<file path="config.mk">
export PLATFORM = sky130hd
export DESIGN_NAME = i2cs_slave
export DESIGN_NICKNAME = d
export VERILOG_FILES = /design/src/rtl/i2cs_pkg.sv /design/src/rtl/i2cs_cond_det.sv /design/src/rtl/i2cs_addr_match.sv /design/src/rtl/i2cs_byte_buf.sv /design/src/rtl/i2cs_slave.sv
export SDC_FILE = /design/constraint.sdc
export NUM_CORES = 1
export LEC_CHECK = 0
export CORE_ASPECT_RATIO = 0.6
export CORE_MARGIN = 2
export CORE_UTILIZATION = 45
export CTS_CLUSTER_DIAMETER = 40
export CTS_CLUSTER_SIZE = 30
export DETAILED_ROUTE_END_ITERATION = 8
export DONT_BUFFER_PORTS = 1
export HOLD_SLACK_MARGIN = 0.02
export PLACE_DENSITY = 0.6
export SKIP_LAST_GASP = 1
export SYNTH_ARGS = -nofsm -noshare
export SYNTH_HDL_FRONTEND = slang
export SYNTH_SLANG_ARGS = --single-unit
</file>
<file path="constraint.sdc">
create_clock -name clk -period 2.9 [get_ports clk]
set_clock_uncertainty 0.15 [all_clocks]
set_input_delay 0 -clock clk [delete_from_list [all_inputs] [get_ports clk]]
set_output_delay 0 -clock clk [all_outputs]
set_load 0.1 [all_outputs]
</file>
<file path="src/rtl/i2cs_pkg.sv">
package i2cs_pkg;
  localparam int BYTE_W = 8;
  localparam int CODE_W = 8;
  localparam int CNT_W  = $clog2(BYTE_W + 1);

  typedef enum logic [3:0] {
    PH_IDLE, PH_ADDR, PH_AWAIT, PH_ACK, PH_RX,
    PH_TX, PH_TACK, PH_TNEXT, PH_TWAIT, PH_IGN
  } phase_t;

  localparam logic [CODE_W-1:0] ST_RESET  = 8'h00;
  localparam logic [CODE_W-1:0] ST_RSTART = 8'h41;
  localparam logic [CODE_W-1:0] ST_ADR_WR = 8'h71;
  localparam logic [CODE_W-1:0] ST_ADR_RD = 8'h73;
  localparam logic [CODE_W-1:0] ST_RX_BYT = 8'hB1;
  localparam logic [CODE_W-1:0] ST_TX_ACK = 8'hD5;
  localparam logic [CODE_W-1:0] ST_TX_NAK = 8'hDD;

  // address compare: bit 0 (direction) never takes part
  function automatic logic addr_hit(input logic [BYTE_W-1:0] rx_b,
                                    input logic [BYTE_W-1:0] own,
                                    input logic [BYTE_W-1:0] msk);
    logic [BYTE_W-1:0] diff;
    diff = (rx_b ^ own) & msk;
    diff[0] = 1'b0;
    return (diff == '0);
  endfunction
endpackage

</file>
<file path="src/rtl/i2cs_cond_det.sv">
module i2cs_cond_det (
  input  logic clk,
  input  logic rst_n,
  input  logic scl_i,
  input  logic sda_i,
  output logic scl_rise,
  output logic scl_fall,
  output logic start_evt,
  output logic stop_evt
);
  logic scl_q, sda_q;

  always_ff @(posedge clk or negedge rst_n) begin
    if (!rst_n) begin
      scl_q <= 1'b1;
      sda_q <= 1'b1;
    end else begin
      scl_q <= scl_i;
      sda_q <= sda_i;
    end
  end

  assign scl_rise  = scl_i & ~scl_q;
  assign scl_fall  = ~scl_i & scl_q;
  assign start_evt = scl_i & scl_q & sda_q & ~sda_i;
  assign stop_evt  = scl_i & scl_q & ~sda_q & sda_i;
endmodule

</file>
<file path="src/rtl/i2cs_addr_match.sv">
module i2cs_addr_match
  import i2cs_pkg::*;
(
  input  logic [BYTE_W-1:0] rx_byte,
  input  logic [BYTE_W-1:0] own_addr,
  input  logic [BYTE_W-1:0] addr_mask,
  output logic              hit,
  output logic              is_read
);
  assign hit     = addr_hit(rx_byte, own_addr, addr_mask);
  assign is_read = rx_byte[0];
endmodule

</file>
<file path="src/rtl/i2cs_byte_buf.sv">
module i2cs_byte_buf #(
  parameter int W = 8
) (
  input  logic         clk,
  input  logic         rst_n,
  input  logic         push,
  input  logic [W-1:0] push_data,
  input  logic         pop,
  output logic         full,
  output logic [W-1:0] data
);
  always_ff @(posedge clk or negedge rst_n) begin
    if (!rst_n) begin
      full <= 1'b0;
      data <= '0;
    end else if (push) begin
      full <= 1'b1;
      data <= push_data;
    end else if (pop) begin
      full <= 1'b0;
    end
  end
endmodule

</file>
<file path="src/rtl/i2cs_slave.sv">
module i2cs_slave
  import i2cs_pkg::*;
(
  input  logic              clk,
  input  logic              rst_n,
  input  logic              scl_i,
  input  logic              sda_i,
  input  logic [BYTE_W-1:0] own_addr_i,
  input  logic [BYTE_W-1:0] addr_mask_i,
  input  logic              autoack_i,
  input  logic [BYTE_W-1:0] tx_data_i,
  input  logic              tx_wr_i,
  input  logic              rx_rd_i,
  input  logic              ack_cmd_i,
  input  logic              nack_cmd_i,
  output logic              sda_pd_o,
  output logic              scl_pd_o,
  output logic [BYTE_W-1:0] rx_data_o,
  output logic              rx_valid_o,
  output logic [CODE_W-1:0] state_o,
  output logic              hold_o,
  output logic              stop_o
);
  localparam logic [CNT_W-1:0] LAST_BIT = CNT_W'(BYTE_W);

  logic scl_rise, scl_fall, start_evt, stop_evt;
  logic hit, is_read;
  logic rx_full, tx_full;
  logic [BYTE_W-1:0] rx_dat, tx_dat;

  phase_t            phase;
  logic [BYTE_W-1:0] shreg;
  logic [CNT_W-1:0]  bitcnt;
  logic              sda_pd, hold, rw_q, ack_armed, stop_q;
  logic              rx_push, tx_pop;
  logic [CODE_W-1:0] state_q;

  i2cs_cond_det u_det (
    .clk(clk), .rst_n(rst_n), .scl_i(scl_i), .sda_i(sda_i),
    .scl_rise(scl_rise), .scl_fall(scl_fall),
    .start_evt(start_evt), .stop_evt(stop_evt)
  );

  i2cs_addr_match u_match (
    .rx_byte(shreg), .own_addr(own_addr_i), .addr_mask(addr_mask_i),
    .hit(hit), .is_read(is_read)
  );

  i2cs_byte_buf #(.W(BYTE_W)) u_rxbuf (
    .clk(clk), .rst_n(rst_n), .push(rx_push), .push_data(shreg),
    .pop(rx_rd_i), .full(rx_full), .data(rx_dat)
  );

  i2cs_byte_buf #(.W(BYTE_W)) u_txbuf (
    .clk(clk), .rst_n(rst_n), .push(tx_wr_i), .push_data(tx_data_i),
    .pop(tx_pop), .full(tx_full), .data(tx_dat)
  );

  always_ff @(posedge clk or negedge rst_n) begin
    if (!rst_n) begin
      phase     <= PH_IDLE;
      shreg     <= '0;
      bitcnt    <= '0;
      sda_pd    <= 1'b0;
      hold      <= 1'b0;
      rw_q      <= 1'b0;
      ack_armed <= 1'b0;
      stop_q    <= 1'b0;
      rx_push   <= 1'b0;
      tx_pop    <= 1'b0;
      state_q   <= ST_RESET;
    end else begin
      rx_push <= 1'b0;
      tx_pop  <= 1'b0;
      stop_q  <= 1'b0;
      if (stop_evt) begin
        phase     <= PH_IDLE;
        hold      <= 1'b0;
        sda_pd    <= 1'b0;
        ack_armed <= 1'b0;
        stop_q    <= 1'b1;
      end else if (start_evt) begin
        if (phase != PH_IDLE) state_q <= ST_RSTART;
        phase     <= PH_ADDR;
        bitcnt    <= '0;
        hold      <= 1'b0;
        sda_pd    <= 1'b0;
        ack_armed <= 1'b0;
      end else begin
        case (phase)
          PH_ADDR, PH_RX: begin
            if (scl_rise && bitcnt != LAST_BIT) begin
              shreg  <= {shreg[BYTE_W-2:0], sda_i};
              bitcnt <= bitcnt + 1'b1;
            end else if (scl_fall && bitcnt == LAST_BIT) begin
              if (phase == PH_ADDR && !hit) begin
                phase <= PH_IGN;
              end else begin
                if (phase == PH_ADDR) begin
                  rw_q    <= is_read;
                  state_q <= is_read ? ST_ADR_RD : ST_ADR_WR;
                end else begin
                  state_q <= ST_RX_BYT;
                end
                if (autoack_i && !rx_full) begin
                  rx_push <= 1'b1;
                  sda_pd  <= 1'b1;
                  phase   <= PH_ACK;
                end else begin
                  hold  <= 1'b1;
                  phase <= PH_AWAIT;
                end
              end
            end
          end
          PH_AWAIT: begin
            if (nack_cmd_i) begin
              hold      <= 1'b0;
              ack_armed <= 1'b0;
              phase     <= PH_IGN;
            end else if ((autoack_i || ack_armed || ack_cmd_i) && !rx_full) begin
              rx_push   <= 1'b1;
              sda_pd    <= 1'b1;
              hold      <= 1'b0;
              ack_armed <= 1'b0;
              phase     <= PH_ACK;
            end else if (ack_cmd_i) begin
              ack_armed <= 1'b1;
            end
          end
          PH_ACK: begin
            if (scl_fall) begin
              bitcnt <= '0;
              sda_pd <= 1'b0;
              if (!rw_q) begin
                phase <= PH_RX;
              end else if (tx_full) begin
                shreg  <= tx_dat;
                sda_pd <= ~tx_dat[BYTE_W-1];
                tx_pop <= 1'b1;
                phase  <= PH_TX;
              end else begin
                hold  <= 1'b1;
                phase <= PH_TWAIT;
              end
            end
          end
          PH_TX: begin
            if (scl_rise) begin
              bitcnt <= bitcnt + 1'b1;
            end else if (scl_fall && bitcnt != '0) begin
              if (bitcnt == LAST_BIT) begin
                sda_pd <= 1'b0;
                phase  <= PH_TACK;
              end else begin
                sda_pd <= ~shreg[BYTE_W-2];
                shreg  <= shreg << 1;
              end
            end
          end
          PH_TACK: begin
            if (scl_rise) begin
              if (!sda_i) begin
                state_q <= ST_TX_ACK;
                phase   <= PH_TNEXT;
              end else begin
                state_q <= ST_TX_NAK;
                phase   <= PH_IGN;
              end
            end
          end
          PH_TNEXT: begin
            if (scl_fall) begin
              bitcnt <= '0;
              if (tx_full) begin
                shreg  <= tx_dat;
                sda_pd <= ~tx_dat[BYTE_W-1];
                tx_pop <= 1'b1;
                phase  <= PH_TX;
              end else begin
                hold  <= 1'b1;
                phase <= PH_TWAIT;
              end
            end
          end
          PH_TWAIT: begin
            if (tx_full) begin
              shreg  <= tx_dat;
              sda_pd <= ~tx_dat[BYTE_W-1];
              tx_pop <= 1'b1;
              hold   <= 1'b0;
              bitcnt <= '0;
              phase  <= PH_TX;
            end
          end
          default: ;
        endcase
      end
    end
  end

  assign sda_pd_o   = sda_pd;
  assign scl_pd_o   = hold;
  assign hold_o     = hold;
  assign stop_o     = stop_q;
  assign state_o    = state_q;
  assign rx_data_o  = rx_dat;
  assign rx_valid_o = rx_full;


  sda_rise_low_chk: assert property (@(posedge clk) disable iff (!rst_n)
    $rose(sda_pd) |-> !$past(scl_i));


  scl_hold_low_chk: assert property (@(posedge clk) disable iff (!rst_n)
    $rose(hold) |-> !$past(scl_i));


  stop_release_chk: assert property (@(posedge clk) disable iff (!rst_n)
    stop_o |-> (!scl_pd_o && !sda_pd_o));


  rx_no_overrun_chk: assert property (@(posedge clk) disable iff (!rst_n)
    rx_push |-> !rx_full);


  rx_store_chk: assert property (@(posedge clk) disable iff (!rst_n)
    rx_push |=> (rx_full && rx_dat == $past(shreg)));


  tx_no_hold_chk: assert property (@(posedge clk) disable iff (!rst_n)
    (phase == PH_TX) |-> !hold);
endmodule

</file>
==> metrics.log, run 1 <==
[metrics] Critical Path Start Type: flip-flop
[metrics] total number of vias: between 2k and 2.5k
[metrics] routed length per placed instance: 17.8 um
[metrics] Sequential cell area: between 0.001 and 0.0015 mm2
[metrics] Distinct cells, synth: 64
[metrics] final count of pins violating max slew: 0
[metrics] share of cells above drive strength 1: 0.190
[metrics] count of synthesis-stage warnings from yosys: 0
[metrics] count of filler cells inserted in the layout: 585
[metrics] share of the clock period used by the worst path: 0.887
[metrics] CP peak stage delay: 0.66 ns
[metrics] CP max-delay cell: or4b_4
[metrics] post-CTS setup buffer count: 0
[metrics] footprint of the multi-input gates: approximately 0.0015 mm2
[metrics] Clock Pin Slew Worst Setup and Hold Paths: 0.09 ns
[metrics] mean instance size in the synthesized netlist: a little under 10 um2
[metrics] Cell Rows: 22
[metrics] Sum Neg Setup Slack: 0 ns
[metrics] area of the mapped netlist: ~0.003 mm2
[metrics] placeable core area: around 0.0062 mm2
[metrics] worst path cell trace: or4b_4 > a2bb2oi_1 > o211a_1 > and3_1 > nor2_4 > mux2_4
[metrics] run status: finished, final reports clean
[metrics] cell-internal power: approximately 1.9 mW
[metrics] Post-synth EDFFs: 0
[metrics] predominant post-synthesis flop cell: dfrtp_1
[metrics] largest driver fanout on the critical path: 18
[metrics] static power due to leakage: 1.50 nW
[metrics] ports placed on the boundary: between 50 and 60
[metrics] category of the worst setup path capture point: flip-flop
[metrics] Remaining Overflow, GRT: 0
[metrics] antenna violations before repair: 1
[metrics] sequential share of power: 0.398
[metrics] register area share after synthesis: 0.434
[metrics] sink count of the clock tree: between 50 and 60
[metrics] worst-case hold slack: 0.0451 ns
[metrics] syn nets: 334
[metrics] Detail Route Antenna Nets: 0
[metrics] category of cells accounting for the largest share of critical-path delay: simple AND/OR/NAND/NOR gates
[metrics] sum of net half-perimeters after detailed placement: approximately 5.2 mm
[metrics] number of hold violations in the final report: 0
[metrics] post-synthesis async set-or-reset flop share: 1.00
[metrics] layout overhead on the synthesized area: 17.6%
[metrics] TritonCTS clock tree: done
[metrics] achievable clock frequency: ~400 MHz
[metrics] starting utilization of the core area: 0.473
[metrics] clock latency at the later pin of the worst-skew pair: around 0.3 ns
[metrics] count of buffers inserted at the top-level ports: 0
[metrics] Critical Path RT: around 2.9 ns
[metrics] maximum ir drop on the vdd rail: about 0.0006 V
[metrics] worst-case headroom to the max-slew limit: 0.393
[metrics] Die Ht: approximately 67 um
[metrics] RSZ-0062 raised after global routing: no
[metrics] switching share of power: 0.513
[metrics] Pwr per Cell Area: between 1000 and 1500 mW/mm2
[metrics] Crit path buffers/inverters: 0
[metrics] post-DR vias/cell: 5.89
[metrics] final routed DRC violation total: 0
[metrics] type of the worst setup path: flip-flop to flip-flop
[metrics] switching power of the nets: a little over 2 mW
[metrics] number of clock buffers inserted by TritonCTS: 5
[metrics] Final Critical Period: approximately 2.6 ns
[metrics] Comb pwr share: 0.480
[metrics] CTS H-Tree Depth: 2
[metrics] max-capacitance violation count: 0
[metrics] GR Util All Layers: 0.218
[metrics] Pre-Repair DR Iteration Count: 5
[metrics] transition time of the tightest slew-check pin: ~0.91 ns
[metrics] fraction of synthesized cell area taken by the top area cell type: 0.416
[metrics] gpl congestion: just under 0.9
[metrics] WP data arrival: ~2.6 ns
[metrics] clock network fraction of total power: 0.122
[metrics] Synth area leaders: dfrtp_1 42%, mux2_2 6.5%, o21ai_0 4.6%
[metrics] final layout net count: 367
[metrics] vias in the first global route: roughly 2.3k
[metrics] count of state elements after synthesis: 51
[metrics] maximum number of pins on one net before global-route repair: 52
[metrics] area enclosed by the die boundary: 0.00723 mm2
[metrics] clock root buffer: clkbuf_8
[metrics] die boundary width: about 110 um
[metrics] cell count after synthesis: around 300
[metrics] largest area contributor in the synthesized netlist: dfrtp_1
[metrics] worst min path class: input port to flip-flop
[metrics] routed wire length: roughly 7.5 mm
[metrics] count of endpoints failing setup in the final report: 0
[metrics] maximum clock insertion buffer count: 2
[metrics] global-route wire length before repair: 11.9 mm
[metrics] first-iteration detailed-routing DRC count: roughly 200
metrics by stage:
| step | utilization | cell area (um2) | power, mW | setup slack (ns) | instances |
|---|---|---|---|---|---|
| floorplan | - | 2940 | 3.07 | 0.645 | 299 |
| global placement | 0.500 | 3110 | 3.37 | 0.404 | 387 |
| detailed placement | 0.500 | 3110 | 3.40 | 0.400 | 387 |
| CTS | 0.556 | 3460 | 3.96 | 0.371 | 416 |
| global route | 0.556 | 3460 | 4.20 | 0.231 | 416 |
| finish | 0.557 | 3460 | 3.97 | 0.329 | 418 |
synth_stat cells, types with 2 or more instances:
cell	n
and3_1	2
inv_1	8
a21o_1	4
buf_2	10
nand3_1	9
mux2_2	17
a31oi_1	4
nand3b_1	2
nor3_1	7
ha_1	2
nand2b_1	6
xnor2_1	2
a22oi_1	2
and3b_1	2
clkbuf_1	5
o21ai_0	27
nor2b_1	6
nand2_1	27
a21oi_1	13
mux2i_1	8
a32o_1	2
dfrtp_1	49
nor3b_1	7
dfstp_2	2
o211a_1	2
xor2_1	8
buf_4	3
a211oi_1	4
or3_1	3
a32oi_1	2
buf_6	3
o31ai_1	5
nor2_1	11
o22ai_1	5
repair_timing:
item / CTS / global route
gates resized for setup: 0 / 0
hold endpoints to repair: 81 / 0
hold buffers: 22 / 0
tightest hold or removal path, stage by stage:
cell      delay, ns
a222oi_1       0.10
nand3_1        0.11
nor3_1         0.05
mux2_2         0.21
layout make-up:
class	instances	area share
Multi-Input combinational cell	219	0.436
Clock inverter	2	0.0108
Clock buffer	5	0.0199
Inverter	8	0.00867
Sequential cell	51	0.370
Tap cell	84	0.0304
Antenna cell	2	0.00145
Timing Repair Buffer	47	0.123
layout by cell type (no fill, tap or decap), types with 9 or more instances in the layout:
cell type	instances
mux2_2	17
dlygate4sd3_1	21
nor2_1	11
o21ai_0	27
nand3_1	9
a21oi_1	13
nand2_1	27
buf_4	25
dfrtp_1	48
per-layer routing:
layer	vias up	routed length [um]	track usage
met3	8	568	0.0528
li1	1167	-	-
met4	0	57	0.0513
met1	1200	3850	0.348
met2	87	2980	0.288
met5	-	0	0
state kept, by name, summed over array words and instances, names as in the netlist:
signal,count
u_rxbuf.full,1
tx_pop,1
bitcnt,4
state_o,8
u_txbuf.data,8
sda_pd_o,1
u_rxbuf.data,8
phase,4
hold_o,1
u_txbuf.full,1
u_det.sda_q,1
stop_o,1
u_det.scl_q,1
rx_push,1
ack_armed,1
shreg,8
rw_q,1
path summary, 6_finish.rpt:
check	from	endpoint	slack, ns	cells past startpoint
worst max-delay path	phase[2]	phase[0]	0.33	6
worst min-delay path	addr_mask_i[4]	rw_q	0.05	4
worst max register to register	phase[2]	phase[0]	0.33	6
worst min register to register	u_txbuf.data[4]	u_txbuf.data[4]	0.37	1
max in group asynchronous	rst_n	u_det.scl_q	2.23	2
min in group asynchronous	rst_n	sda_pd_o	0.09	2
cell families after synthesis:
family          Yosys count  synth area share
compound gates           86             0.194
xor+xnor                 10            0.0298
fa+ha+maj                 2           0.00850
buf+inv                  29            0.0527
flops                    51             0.434
mux                      26            0.0973
simple gates             95             0.183
power groups by stage:
stage | Sequential (mW) | Combinational (mW) | Clock [mW]
final | 1.58 | 1.91 | 0.484
after global routing | 1.61 | 2.06 | 0.530
after CTS | 1.58 | 1.89 | 0.499
after detailed placement | 1.59 | 1.81 | 0
after global placement | 1.58 | 1.79 | 0
after floorplan | 1.75 | 1.32 | 0
No activity file was read; power rests on OpenSTA's default activity.
==> inputs of run 2 (changes only) <==
--- a/config.mk
+++ b/config.mk
@@ -14,6 +14,7 @@
 export DONT_BUFFER_PORTS = 1
 export HOLD_SLACK_MARGIN = 0.02
 export PLACE_DENSITY = 0.6
+export REMOVE_ABC_BUFFERS = 1
 export SKIP_LAST_GASP = 1
 export SYNTH_ARGS = -nofsm -noshare
 export SYNTH_HDL_FRONTEND = slang
==> run 2 against run 1 <==
- die area unchanged
- worst hold slack better by 0.0036 ns
- first-iteration DRC count up 16%
- maximum frequency down 6.3%
- power down 0.55%
- utilization up 0.12 points
- sequential share of layout area about the same
- critical path type unchanged
==> metrics.log, run 2 (synthesized netlist as in run 1, its figures left out) <==
[metrics] number of hold violations in the final report: 0 (unchanged)
[metrics] Critical Path RT: 3.00 ns (+0.06 ns)
[metrics] switching power of the nets: 2.07 mW (+1.8%)
[metrics] worst path cell trace: nand2b_1 > or3_4 > nor4_2 > dlygate4sd3_1 > a31oi_1 > dlygate4sd3_1 > nor2_1
[metrics] share of the clock period used by the worst path: 0.947 (+0.0599)
[metrics] area enclosed by the die boundary: 0.00723 mm2 (unchanged)
[metrics] Crit path buffers/inverters: 2 (+2)
[metrics] Pre-Repair DR Iteration Count: 5 (unchanged)
[metrics] final count of pins violating max slew: 0 (unchanged)
[metrics] r2r startpoint: phase[0]
[metrics] antenna violations before repair: 0 (-1)
[metrics] post-DR vias/cell: 5.90 (+0.12%)
[metrics] Detail Route Antenna Nets: 0 (unchanged)
[metrics] clock latency at the later pin of the worst-skew pair: 0.31 ns (about the same)
[metrics] final design utilization: 0.558 (+0.00121)
[metrics] clock network fraction of total power: 0.109 (-0.013)
[metrics] share of cells above drive strength 1: 0.192 (+0.00186)
[metrics] die boundary width: 108 um (unchanged)
[metrics] clock root buffer: clkbuf_8
[metrics] most common cell after layout, fill and taps aside: dfrtp_1
[metrics] TritonCTS clock tree: done
[metrics] reg-to-reg slack, setup: 0.16 ns (-0.17 ns)
[metrics] CTS H-Tree Depth: 2 (unchanged)
[metrics] transition time of the tightest slew-check pin: 0.927 ns (+0.0155 ns)
[metrics] number of clock buffers inserted by TritonCTS: 5 (unchanged)
[metrics] placeable core area: 0.00622 mm2 (unchanged)
[metrics] type of the worst setup path: flip-flop to flip-flop
[metrics] run status: finished, final reports clean
[metrics] max-capacitance violation count: 0 (unchanged)
[metrics] placed cell count: 383 (-1.0%)
[metrics] maximum ir drop on the vdd rail: 0.000726 V (+21%)
[metrics] cell repeated most along the worst path: dlygate4sd3_1
[metrics] count of endpoints failing setup in the final report: 0 (unchanged)
[metrics] depth of the worst register-to-register path: 7 (+1)
[metrics] starting utilization of the core area: 0.473 (unchanged)
[metrics] Critical Path Start Type: flip-flop
[metrics] GR Util All Layers: 0.226 (+0.00716)
[metrics] category of the worst setup path capture point: flip-flop
[metrics] Critical R2R Capture: rx_push
[metrics] static power due to leakage: 1.49 nW (-0.28%)
[metrics] layout overhead on the synthesized area: 17.8%
[metrics] diode insertion count for antenna repair: 0 (-2)
[metrics] cell-internal power: 1.88 mW (-3.0%)
[metrics] Final Critical Period: 2.74 ns (+0.174 ns)
[metrics] worst-case headroom to the max-slew limit: 0.382 (-0.0103)
[metrics] Die Ht: 66.7 um (unchanged)
[metrics] Clock Pin Slew Worst Setup and Hold Paths: 0.10 ns (about the same)
[metrics] achievable clock frequency: 364 MHz (-6.3%)
[metrics] Design Power: 3.95 mW (-0.55%)
[metrics] gpl congestion: 0.906 (+3.4%)
[metrics] global-route wire length before repair: 12.4 mm (+3.9%)
[metrics] Layout Cells excl Fill: 418 (unchanged)
[metrics] routed wire length: 7.57 mm (+1.5%)
[metrics] maximum clock insertion buffer count: 2 (unchanged)
[metrics] final layout net count: 368 (+0.27%)
[metrics] final routed DRC violation total: 0 (unchanged)
[metrics] count of buffers inserted at the top-level ports: 0 (unchanged)
[metrics] maximum number of pins on one net before global-route repair: 52 (unchanged)
[metrics] ports placed on the boundary: 54 (unchanged)
[metrics] Cell Rows: 22 (unchanged)
[metrics] first-iteration detailed-routing DRC count: 227 (+16%)
[metrics] Comb pwr share: 0.491 (+0.011)
[metrics] CP max-delay cell: dlygate4sd3_1
[metrics] sequential share of power: 0.400 (+0.002)
[metrics] largest driver fanout on the critical path: 12 (-6)
[metrics] sum of net half-perimeters after detailed placement: 5.21 mm (+0.21%)
[metrics] Pwr per Cell Area: 1140 mW/mm2 (-0.77%)
[metrics] CP peak stage delay: 0.58 ns (-0.08 ns)
[metrics] sink count of the clock tree: 51 (unchanged)
[metrics] switching share of power: 0.525 (+0.0120)
[metrics] Remaining Overflow, GRT: 0 (unchanged)
[metrics] vias in the first global route: 2319 (-0.77%)
[metrics] routed length per placed instance: 18.1 um (+1.5%)
[metrics] category of cells accounting for the largest share of critical-path delay: buffers and inverters
[metrics] worst min path class: input port to async pin
[metrics] total number of vias: 2465 (+0.12%)
[metrics] commonest non-fill, non-tap cells in the layout: 47 x dfrtp_1, 27 x nand2_1, 27 x o21ai_0
[metrics] WP data arrival: 2.85 ns (+0.24 ns)
[run 2: how the worst max path moves through the flow]
| stage | from | to | slack, ns | cells after the start |
|---|---|---|---|---|
| 2_1_floorplan | phase[0] | shreg[0] | 0.42 | 5 |
| 3_3_place_gp | phase[2] | phase[0] | 0.48 | 6 |
| 3_5_place_dp | phase[2] | phase[0] | 0.46 | 6 |
| 4_1_cts | phase[0] | rx_push | 0.08 | 8 |
| 5_1_grt | phase[1] | rx_push | -0.01 | 8 |
| 6_report | phase[0] | rx_push | 0.16 | 7 |
[run 2: layout make-up]
| type | count | area [um2] |
|---|---|---|
| fill | 584 | 2750 |
| multi-input combinational | 219 | 1520 |
| sequential | 51 | 1280 |
| timing repair buffer | 48 | 440 |
| tap | 84 | 105 |
| clock buffer | 6 | 72.6 |
| inverter | 8 | 30.0 |
| clock inverter | 2 | 16.3 |
[run 2: per-layer routing]
metal / global-route usage / share of wire / vias up
met5: 0 / 0 / -
met4: 0.0353 / 0.0055 / 0
met3: 0.0509 / 0.078 / 5
met2: 0.305 / 0.39 / 82
met1: 0.363 / 0.53 / 1214
li1: - / - / 1164
[run 2: power groups by stage]
| stage | clock network, mW | registers [mW] | logic, mW |
|---|---|---|---|
| after detailed placement | 0 | 1.57 | 1.82 |
| after CTS | 0.439 | 1.56 | 1.91 |
| after floorplan | 0 | 1.90 | 1.02 |
| after global placement | 0 | 1.56 | 1.80 |
| final | 0.432 | 1.58 | 1.94 |
| after global routing | 0.481 | 1.61 | 2.13 |
[run 2: repair_timing]
action,in CTS,in global routing
hold buffers,25,0
endpoints found under the hold margin,82,0
gates resized for setup,0,4
buffers inserted,0,3
endpoints found under the setup margin,0,1
[run 2: stage by stage]
step           TNS (ns)  hold WS, ns  setup WS, ns  area, um2
4_1_cts               0       0.0426        0.0798       3440
3_3_place_gp          0       -0.444         0.483       3080
5_1_grt         -0.0149       0.0801       -0.0149       3470
3_5_place_dp          0       -0.444         0.464       3080
6_report              0       0.0486         0.155       3470
2_1_floorplan         0       -0.446         0.417       2820
==> inputs of run 3 (changes only) <==
--- a/config.mk
+++ b/config.mk
@@ -8,7 +8,7 @@
 export CORE_ASPECT_RATIO = 0.6
 export CORE_MARGIN = 2
 export CORE_UTILIZATION = 45
-export CTS_CLUSTER_DIAMETER = 40
+export CTS_CLUSTER_DIAMETER = 60
 export CTS_CLUSTER_SIZE = 30
 export DETAILED_ROUTE_END_ITERATION = 8
 export DONT_BUFFER_PORTS = 1
@@ -18,4 +18,5 @@
 export SKIP_LAST_GASP = 1
 export SYNTH_ARGS = -nofsm -noshare
 export SYNTH_HDL_FRONTEND = slang
+export SYNTH_HIERARCHICAL = 1
 export SYNTH_SLANG_ARGS = --single-unit
==> run 3 against run 2 <==
- maximum frequency is 2.4% higher
- synthesized cell count is the same
- utilization down 0.34 points
- global-route usage is 0.54 points higher
- die area is 4.4% higher
- combinational power is 29% higher
- critical path depth increased by 1
- worst setup slack improved by 0.063 ns
- routed wire length increased by 10%
- critical path type unchanged
- highest routed layer unchanged
==> metrics.log, run 3 <==
[metrics] Pre-Repair DR Iteration Count: 5 (unchanged)
[metrics] category of the worst setup path capture point: flip-flop
[metrics] cell count after synthesis: 299 (unchanged)
[metrics] count of buffers inserted at the top-level ports: 0 (unchanged)
[metrics] layout overhead on the synthesized area: 19.7%
[metrics] clock root buffer: clkbuf_16
[metrics] post-DR vias/cell: 6.00 (+1.7%)
[metrics] Critical Path RT: 2.95 ns (-0.05 ns)
[metrics] placeable core area: 0.00665 mm2 (+6.9%)
[metrics] predominant post-synthesis flop cell: dfrtp_1
[metrics] Remaining Overflow, GRT: 0 (unchanged)
[metrics] share of cells above drive strength 1: 0.257 (+0.0651)
[metrics] diode insertion count for antenna repair: 0 (unchanged)
[metrics] top-count cell post-synth: dfrtp_1
[metrics] WP data arrival: 2.73 ns (-0.12 ns)
[metrics] routed wire length on met3: 819 um (+39%)
[metrics] area enclosed by the die boundary: 0.00754 mm2 (+4.4%)
[metrics] worst-case headroom to the max-slew limit: 0.385 (+0.00271)
[metrics] vias in the first global route: 2365 (+2.0%)
[metrics] RSZ-0062 raised after global routing: no
[metrics] most common cell after layout, fill and taps aside: dfrtp_1
[metrics] largest driver fanout on the critical path: 10 (-2)
[metrics] gpl congestion: 0.938 (+3.5%)
[metrics] number of hold violations in the final report: 0 (unchanged)
[metrics] clock network fraction of total power: 0.142 (+0.033)
[metrics] Distinct cells, synth: 62 (-3.1%)
[metrics] clock latency at the later pin of the worst-skew pair: 0.30 ns (about the same)
[metrics] run status: finished, final reports clean
[metrics] Comb pwr share: 0.522 (+0.031)
[metrics] count of endpoints failing setup in the final report: 0 (unchanged)
[metrics] switching power of the nets: 2.40 mW (+16%)
[metrics] ports placed on the boundary: 54 (unchanged)
[metrics] Die Ht: 68.1 um (+2.1%)
[metrics] number of clock buffers inserted by TritonCTS: 5 (unchanged)
[metrics] Final Critical Period: 2.68 ns (-0.0635 ns)
[metrics] sum of net half-perimeters after detailed placement: 5.91 mm (+13%)
[metrics] maximum number of pins on one net before global-route repair: 52 (unchanged)
[metrics] maximum clock insertion buffer count: 2 (unchanged)
[metrics] mean instance size in the synthesized netlist: 10.3 um2 (+4.6%)
[metrics] met2 routed wirelength: 3.18 mm (+8.7%)
[metrics] routed wire length: 8.33 mm (+10%)
[metrics] commonest non-fill, non-tap cells in the layout: 48 x dfrtp_1, 34 x buf_4, 22 x nand2_1
[metrics] fraction of synthesized cell area taken by the top area cell type: 0.398 (-0.0183)
[metrics] sequential share of power: 0.337 (-0.063)
[metrics] area of the mapped netlist: 0.00308 mm2 (+4.6%)
[metrics] Routed met1 length: 4.19 mm (+4.5%)
[metrics] register area share after synthesis: 0.415 (-0.0191)
[metrics] count of state elements after synthesis: 51 (unchanged)
[metrics] most frequent cells after synthesis: 49 x dfrtp_1, 22 x nand2_1, 20 x o21ai_0
[metrics] final routed DRC violation total: 0 (unchanged)
[metrics] routed length per placed instance: 19.7 um (+9.0%)
[metrics] highest metal layer with signal wires: met4
[metrics] sink count of the clock tree: 51 (unchanged)
[metrics] static power due to leakage: 1.63 nW (+9.2%)
[metrics] switching share of power: 0.499 (-0.0257)
[metrics] placed cell count: 397 (+3.7%)
[metrics] post-CTS setup buffer count: 0 (unchanged)
[metrics] achievable clock frequency: 373 MHz (+2.4%)
[metrics] maximum ir drop on the vdd rail: 0.000847 V (+17%)
[metrics] Critical Path Start Type: flip-flop
[metrics] die boundary width: 111 um (+2.2%)
[metrics] worst min path class: input port to flip-flop
[metrics] largest area contributor in the synthesized netlist: dfrtp_1
[metrics] share of the clock period used by the worst path: 0.925 (-0.0219)
[metrics] GR Util All Layers: 0.231 (+0.00538)
[metrics] final count of pins violating max slew: 0 (unchanged)
[metrics] starting utilization of the core area: 0.463 (-0.0100)
[metrics] total number of vias: 2531 (+2.7%)
[metrics] Detail Route Antenna Nets: 0 (unchanged)
[metrics] CTS H-Tree Depth: 2 (unchanged)
[metrics] transition time of the tightest slew-check pin: 0.923 ns (-0.00407 ns)
[metrics] cell-internal power: 2.41 mW (+29%)
[metrics] Synth area leaders: dfrtp_1 40%, mux2_4 7.8%, mux2_2 6.2%
[metrics] TritonCTS clock tree: done
[metrics] type of the worst setup path: flip-flop to flip-flop
[metrics] Layout Cells excl Fill: 422 (+0.96%)
[metrics] count of synthesis-stage warnings from yosys: 6 (+6)
[metrics] Pwr per Cell Area: 1310 mW/mm2 (+15%)
[metrics] antenna violations before repair: 0 (unchanged)
[metrics] Cell Rows: 23 (+4.5%)
[metrics] max-capacitance violation count: 0 (unchanged)
[metrics] first-iteration detailed-routing DRC count: 265 (+17%)
[metrics] Clock Pin Slew Worst Setup and Hold Paths: 0.07 ns (-0.03 ns)
[metrics] Sum Neg Setup Slack: 0 ns (unchanged)
[metrics] final layout net count: 369 (+0.27%)
[metrics] global-route wire length before repair: 13.2 mm (+6.2%)
[metrics] Post-synth EDFFs: 0 (unchanged)
[metrics] post-synthesis async set-or-reset flop share: 1.00 (unchanged)
-- run 3: changes by cell type after synthesis, sizes merged, moves of 4 or more --
cell / previous run / this run
buf: 16 / 9
mux2: 18 / 33
nand3: 9 / 2
nand2: 27 / 22
nor3b: 7 / 3
o21ai: 28 / 20
clkbuf: 5 / 14
mux2i: 8 / 3
-- run 3: area by class of cell --
class	count	area (um2)
fill	577	2960
multi-input combinational	217	1650
sequential	51	1280
timing repair buffer	51	443
clock buffer	5	125
tap	87	109
clock inverter	3	43.8
inverter	8	30.0
-- run 3: final timing paths --
kind / start / end / slack (ns) / cells past startpoint
min in group asynchronous: rst_n / hold_o / 0.04 / 2
hold reg to reg: u_txbuf/data[1] / u_txbuf/data[1] / 0.36 / 1
max in group asynchronous: rst_n / u_det/scl_q / 2.27 / 2
setup reg to reg: shreg[7] / state_o[7] / 0.22 / 8
hold / removal: nack_cmd_i / phase[1] / 0.03 / 4
setup / recovery: shreg[7] / state_o[7] / 0.22 / 8
-- run 3: power groups by stage --
| stage | Combinational, mW | Sequential (mW) | Clock (mW) |
|---|---|---|---|
| floorplan | 1.26 | 2.06 | 0 |
| global placement | 2.38 | 1.63 | 0 |
| detailed placement | 2.42 | 1.63 | 0 |
| CTS | 2.49 | 1.61 | 0.694 |
| global route | 2.70 | 1.66 | 0.729 |
| finish | 2.51 | 1.62 | 0.682 |
-- run 3: timing repair --
| action | 4_1_cts | 5_1_grt |
|---|---|---|
| hold buffers | 17 | 0 |
| gates resized for setup | 0 | 0 |
| hold endpoints to repair | 72 | 0 |
-- run 3: routing by layer --
layer  global-route usage  vias up
li1                     -     1187
met1                0.357     1195
met2                0.300      131
met3               0.0735       18
met4               0.0672        0
met5                    0        -
-- run 3: kinds of logic after synthesis --
group,after synthesis,synth area share
adders and majority gates,2,0.00813
muxes,36,0.150
AOI/OAI and AO/OA,81,0.189
and+or+nand+nor,89,0.165
xor gates and xnor gates,9,0.0256
DFF,51,0.415
buffers and inverters,31,0.0475
-- run 3: worst max-delay path, cell delays in order (launching register included) --
cell,delay [ns]
dfrtp_1,0.41
xor2_1,0.15
a222oi_1,0.41
and3_1,0.26
and3b_1,0.17
o211a_1,0.25
o21ai_0,0.28
buf_4,0.26
o31ai_1,0.24
-- run 3: per-stage QoR --
step / worst slack, ns / hold slack [ns] / total power [mW] / utilization / area (um2)
floorplan: 0.229 / -0.446 / 3.32 / - / 2960
global placement: 0.312 / -0.444 / 4.01 / 0.501 / 3330
detailed placement: 0.291 / -0.444 / 4.04 / 0.501 / 3330
CTS: 0.268 / 0.0320 / 4.79 / 0.554 / 3680
global route: 0.0735 / 0.0556 / 5.09 / 0.554 / 3680
finish: 0.219 / 0.0283 / 4.82 / 0.554 / 3680
